$ cat src/rtl/verb_pkg.sv
package verb_pkg;
    localparam int CMD_W   = 32;
    localparam int ADDR_W  = 4;
    localparam int NID_W   = 8;
    localparam int VID_W   = 12;
    localparam int SID_W   = 4;
    localparam int PAY_W   = 16;
    localparam int PS_W    = 2;
    localparam int GPIO_W  = 4;
    localparam int GPIO_N  = 3;
    localparam int CONN_W  = 8;
    localparam int GAIN_W  = 7;
    localparam int NID_LSB = CMD_W - ADDR_W - NID_W;
    localparam int VID_LSB = NID_LSB - VID_W;

    localparam logic [VID_W-1:0] V_GET_PARAM = 12'hF00;
    localparam logic [VID_W-1:0] V_GET_CONN  = 12'hF01;
    localparam logic [VID_W-1:0] V_SET_CONN  = 12'h701;
    localparam logic [VID_W-1:0] V_GET_PWR   = 12'hF05;
    localparam logic [VID_W-1:0] V_SET_PWR   = 12'h705;
    localparam logic [VID_W-1:0] V_GET_GPIO0 = 12'hF15;
    localparam logic [VID_W-1:0] V_SET_GPIO0 = 12'h715;
    localparam logic [SID_W-1:0] S_SET_AMP   = 4'h3;
    localparam logic [SID_W-1:0] S_GET_AMP   = 4'hB;
    localparam logic [SID_W-1:0] S_LONG_SET  = 4'h7;
    localparam logic [SID_W-1:0] S_LONG_GET  = 4'hF;

    typedef struct packed {
        logic              hit;
        logic [NID_W-1:0]  nid;
        logic              is_long;
        logic [VID_W-1:0]  vid;
        logic [SID_W-1:0]  sid;
        logic [PAY_W-1:0]  pay;
    } dec_t;

    typedef struct packed {
        logic              mute;
        logic [GAIN_W-1:0] gain;
    } amp_t;

    typedef struct packed {
        logic [PS_W-1:0]                pwr;
        logic [GPIO_N-1:0][GPIO_W-1:0]  gpio;
        logic [CONN_W-1:0]              conn;
        amp_t                           amp_out;
        amp_t                           amp_in;
        logic                           rsp_v;
        logic [CMD_W-1:0]               rsp;
    } state_t;
endpackage

$ cat src/rtl/verb_decode.sv
module verb_decode
    import verb_pkg::*;
#(
    parameter logic [ADDR_W-1:0] CODEC_ADDR = 4'h2
) (
    input  logic             cmd_valid,
    input  logic [CMD_W-1:0] cmd_word,
    output dec_t             dec
);
    always_comb begin
        dec.hit     = cmd_valid && (cmd_word[CMD_W-1 -: ADDR_W] == CODEC_ADDR);
        dec.nid     = cmd_word[NID_LSB +: NID_W];
        dec.vid     = cmd_word[VID_LSB +: VID_W];
        dec.sid     = cmd_word[NID_LSB-1 -: SID_W];
        dec.pay     = cmd_word[PAY_W-1:0];
        dec.is_long = (dec.sid == S_LONG_SET) || (dec.sid == S_LONG_GET);
    end
endmodule

$ cat src/rtl/verb_params.sv
module verb_params
    import verb_pkg::*;
#(
    parameter logic [CMD_W-1:0] VENDOR_WORD = 32'h1357_0001,
    parameter logic [CMD_W-1:0] REV_WORD    = 32'h0010_0100,
    parameter logic [NID_W-1:0] FG_NID      = 8'h01
) (
    input  logic [7:0]       pid,
    output logic [CMD_W-1:0] val
);
    localparam logic [CMD_W-1:0] NODE_RANGE = {8'h00, FG_NID, 8'h00, 8'h01};
    localparam logic [CMD_W-1:0] PWR_SUP    = CMD_W'((1 << (1 << PS_W)) - 1);
    localparam logic [CMD_W-1:0] GPIO_CAP   = CMD_W'(GPIO_W);

    always_comb begin
        case (pid)
            8'h00:   val = VENDOR_WORD;
            8'h02:   val = REV_WORD;
            8'h04:   val = NODE_RANGE;
            8'h0F:   val = PWR_SUP;
            8'h11:   val = GPIO_CAP;
            default: val = '0;
        endcase
    end
endmodule

$ cat src/rtl/verb_responder.sv
module verb_responder
    import verb_pkg::*;
#(
    parameter logic [ADDR_W-1:0] CODEC_ADDR  = 4'h2,
    parameter logic [NID_W-1:0]  ROOT_NID    = 8'h00,
    parameter logic [NID_W-1:0]  FG_NID      = 8'h01,
    parameter logic [NID_W-1:0]  AMP_NID     = 8'h08,
    parameter logic [NID_W-1:0]  MUX_NID     = 8'h0C,
    parameter logic [CMD_W-1:0]  VENDOR_WORD = 32'h1357_0001,
    parameter logic [CMD_W-1:0]  REV_WORD    = 32'h0010_0100
) (
    input  logic             clk,
    input  logic             rst_n,
    input  logic             cmd_valid,
    input  logic [CMD_W-1:0] cmd_word,
    output logic             rsp_valid,
    output logic [CMD_W-1:0] rsp_word
);
    dec_t             dec;
    logic [CMD_W-1:0] param_val;
    logic             node_known;
    state_t           s_d, s_q, s_rst;

    verb_decode #(.CODEC_ADDR(CODEC_ADDR)) u_decode (
        .cmd_valid (cmd_valid),
        .cmd_word  (cmd_word),
        .dec       (dec)
    );

    verb_params #(
        .VENDOR_WORD (VENDOR_WORD),
        .REV_WORD    (REV_WORD),
        .FG_NID      (FG_NID)
    ) u_params (
        .pid (dec.pay[7:0]),
        .val (param_val)
    );

    assign node_known = (dec.nid == ROOT_NID) || (dec.nid == FG_NID) ||
                        (dec.nid == AMP_NID)  || (dec.nid == MUX_NID);

    always_comb begin
        s_rst = '0;
        s_rst.amp_out.mute = 1'b1;
        s_rst.amp_in.mute  = 1'b1;
    end

    always_comb begin
        s_d       = s_q;
        s_d.rsp_v = dec.hit;
        s_d.rsp   = '0;
        if (dec.hit && node_known) begin
            if (dec.is_long && dec.vid == V_GET_PARAM) begin
                s_d.rsp = param_val;
            end else if (dec.nid == FG_NID && dec.is_long) begin
                if (dec.vid == V_SET_PWR) s_d.pwr = dec.pay[PS_W-1:0];
                if (dec.vid == V_GET_PWR) s_d.rsp = CMD_W'(s_q.pwr);
                for (int k = 0; k < GPIO_N; k++) begin
                    if (dec.vid == V_SET_GPIO0 + VID_W'(k))
                        s_d.gpio[k] = dec.pay[GPIO_W-1:0];
                    if (dec.vid == V_GET_GPIO0 + VID_W'(k))
                        s_d.rsp = CMD_W'(s_q.gpio[k]);
                end
            end else if (dec.nid == MUX_NID && dec.is_long) begin
                if (dec.vid == V_SET_CONN) s_d.conn = dec.pay[CONN_W-1:0];
                if (dec.vid == V_GET_CONN) s_d.rsp  = CMD_W'(s_q.conn);
            end else if (dec.nid == AMP_NID && !dec.is_long) begin
                if (dec.sid == S_SET_AMP) begin
                    if (dec.pay[15]) s_d.amp_out = amp_t'(dec.pay[GAIN_W:0]);
                    if (dec.pay[14]) s_d.amp_in  = amp_t'(dec.pay[GAIN_W:0]);
                end
                if (dec.sid == S_GET_AMP)
                    s_d.rsp = CMD_W'(dec.pay[15] ? s_q.amp_out : s_q.amp_in);
            end
        end
    end

    always_ff @(posedge clk) begin
        if (!rst_n) s_q <= s_rst;
        else        s_q <= s_d;
    end

    assign rsp_valid = s_q.rsp_v;
    assign rsp_word  = s_q.rsp;
endmodule

$ cat config.mk
export PLATFORM = sky130hd
export DESIGN_NAME = verb_responder
export DESIGN_NICKNAME = d
export VERILOG_FILES = /design/src/rtl/verb_pkg.sv /design/src/rtl/verb_decode.sv /design/src/rtl/verb_params.sv /design/src/rtl/verb_responder.sv
export SDC_FILE = /design/constraint.sdc
export NUM_CORES = 1
export LEC_CHECK = 0
export ABC_AREA = 1
export BUFFER_PORTS_ARGS = -buffer_cell sky130_fd_sc_hd__buf_2
export CAP_MARGIN = 15
export CORE_UTILIZATION = 30
export DETAILED_ROUTE_END_ITERATION = 8
export PLACE_DENSITY = 0.49
export SYNTH_ARGS = -nofsm -noshare
export SYNTH_HDL_FRONTEND = slang
export SYNTH_SLANG_ARGS = --single-unit
$ cat constraint.sdc
create_clock -name clk -period 1.8 [get_ports clk]
set_input_delay 0.09 -clock clk [delete_from_list [all_inputs] [get_ports clk]]
set_output_delay 0.09 -clock clk [all_outputs]
set_load 0.01 [all_outputs]
==> run summary <==
Final TNS setup -> 0 ps
critical path class -> in -> reg
Worst Reg-to-Reg Cells -> 8
wire length of the first global-routing pass -> 12200 um
max-capacitance violation count -> 0
count of flip-flops with a built-in enable after synthesis -> 0
sequential share of power -> 0.522
row cnt -> 35
power after layout -> 2.16 mW
Clock Latency Late Sink -> 310 ps
detailed-route wire length -> 7210 um
area of the die -> 10000 sq um
DR DRC count -> 0
clock slew at reported path FFs -> 90 ps
CP Data Required Time -> 2000 ps
floorplan die height -> 100 um
input/output buffers -> 52
crit path max fanout -> 8
share of layout cells above drive strength 1 -> 0.219
effective utilization at floorplan -> 0.311
share of synthesized flip-flops with an asynchronous set or reset -> 0
Synth-to-Final Area Change -> 12.6%
endpoint of the worst hold path -> rsp_valid
RSZ-0062 raised after global routing -> no
TritonCTS buffer count -> 5
post-cts hold buffer count -> 0
dominant cell type by area after synthesis -> dfxtp_1
ys flop type -> dfxtp_1
internal cell power -> 1.64 mW
antenna-violating nets left -> 0
count of vias placed by the detailed router -> 2681
Synth top cells by count -> 114 x nor2_1, 80 x nand2_1, 51 x dfxtp_1
Least-Margin Pin Slew -> 570 ps
via count of the first global-routing pass -> 2617
VDD IR-drop max -> 0.376 mV
Setup Slack @ Placement -> 106 ps
critical path startpoint -> cmd_word[17]
Rel. slew slack -> 0.619
Setup crit end kind -> flip-flop
number of antenna violations at the first check in global routing -> 0
drt initial violations -> 111
sequential share of the synthesized area -> 0.353
count of endpoints failing setup in the final report -> 0
uppermost layer routed -> met4
Final Max Tran Viols -> 0
root buffer selected by CTS -> clkbuf_8
class of the most critical hold timing path -> in -> reg
register bit count reported by yosys -> 51
number of cells traversed by the worst hold path -> 3
leak pwr -> 1.50 nW
clock sink count -> 51
gr usage total -> 0.153
register-to-register setup slack -> 840 ps
pwr/cell area -> 663 nW/um^2
ratio of routed vias to standard cells -> 4.40
die width -> 100 um
post-layout utilization of the core -> 0.351
wl on met1 -> 3510 um
worst r2r src -> s_q[57]
number of cells in the design after placement -> 601
net switching fraction of the power -> 0.239
CTS tree -> done
buffer count from post-CTS setup fixing -> 0
metal3 WL -> 201 um
Routed WL per cell -> 11.8 um
total global routing overflow -> 0
share of power burned in the clock network -> 0.393
Worst Clk Skew -> 20.8 ps
largest net degree at the start of global routing -> 39
most common cell in the synthesized netlist -> nor2_1
number of gates given a new drive strength after cts -> 0
dominant cells by area after synthesis -> dfxtp_1 35%, nor2_1 15%, nand2_1 10%
CP startpoint kind -> input pin
outcome -> complete, no violations
Max Freq -> 721 MHz
arrival time reported for the critical path endpoint -> 1590 ps
portion of the clock cycle consumed by the worst path in the final layout -> 0.770
Bufs on Longest Clock Path -> 2
area fraction of the dominant cell type after synthesis -> 0.353
portion of total power attributed to combinational logic -> 0.085
R2R Path End -> rsp_word[0]
Inserted Diodes -> 0
switching power summed over all nets -> 0.516 mW
RD Place Congestion -> 0.849
io pins -> 68
Final Critical Period -> 1390 ps
cell count after synthesis -> 437
Synth Warn # -> 0
deepest level of the CTS H-tree -> 2
number of endpoints with negative hold slack in the final report -> 0
met2 wire length -> 3450 um
area of the mapped netlist -> 2890 sq um
start point of the worst min-delay path -> cmd_valid
final cell count without fillers -> 609
distinct cell type count after synthesis -> 33
number of search-and-repair iterations in the first detailed-routing pass -> 7
area inside the core boundary -> 9280 sq um
Mean Syn Cell Area -> 6.62 sq um
post-layout net count -> 514
post-route worst setup slack -> 413 ps
Detail Placement HPWL -> 5720 um
state kept, by name (all words and copies together), names as in the netlist:
| register | count |
|---|---|
| s_q | 38 |
| rsp_valid | 1 |
| rsp_word | 12 |
kinds of logic after synthesis:
family | count (synthesis) | share of synthesized area
flops | 51 | 0.353
other cells | 1 | 0.00130
compound gates | 41 | 0.0757
simple gates | 268 | 0.416
buf+inv | 76 | 0.154
worst max path at each step:
stage | slack, ps | cells after the start | end
floorplan | 530 | 10 | s_q[70]
global placement | 110 | 9 | s_q[48]
detailed placement | 110 | 9 | s_q[47]
CTS | 410 | 9 | s_q[49]
global route | 180 | 9 | s_q[51]
finish | 410 | 9 | s_q[41]
metal layers:
| layer | GRT usage | vias up |
|---|---|---|
| met3 | 0.0244 | 4 |
| met2 | 0.274 | 41 |
| met5 | 0 | - |
| li1 | - | 1408 |
| met4 | 0.0346 | 0 |
| met1 | 0.192 | 1228 |
power by group through the flow:
stage / combinational [mW] / sequential [mW] / clock [mW]
floorplan: 0.128 / 1.15 / 0
global route: 0.207 / 1.13 / 0.917
global placement: 0.183 / 1.15 / 0
detailed placement: 0.184 / 1.15 / 0
finish: 0.183 / 1.13 / 0.849
CTS: 0.184 / 1.13 / 0.866
worst max-delay path, stage by stage:
cell and delay, ps:
buf_2 90, nand2_1 180, nor3b_1 80, nand2_1 230
nand2_1 160, nor2_1 470, nand3_1 150, nand2_1 90
nor2_1 40
cells in the final DEF (no fill, tap or decap), drive strengths merged:
cell    instances
buf            62
conb           15
nor3           14
dfxtp          51
nand4           2
nor2          125
bufinv          1
a211oi          1
o211ai          2
nand2          86
nor3b           3
clkinv          1
o21ai          25
inv            35
a21oi          12
nand3          34
clkbuf          6
and2            4
o21bai          1
metrics by stage:
step | area (sq um) | hold slack (ps)
after global placement | 3130 | 375
after CTS | 3260 | 49.0
final | 3260 | 49.7
after floorplan | 2940 | 161
after detailed placement | 3130 | 376
after global routing | 3260 | 57.3
area by class of cell:
type	count	area, sq um
clock inverters	2	38.8
fillers	1089	6030
multi-input cells	324	1480
well taps	129	161
clock buffers	6	82.6
repair buffers	62	335
inverters	35	138
flip-flops and latches	51	1020
No activity file was read; power rests on OpenSTA's default activity.
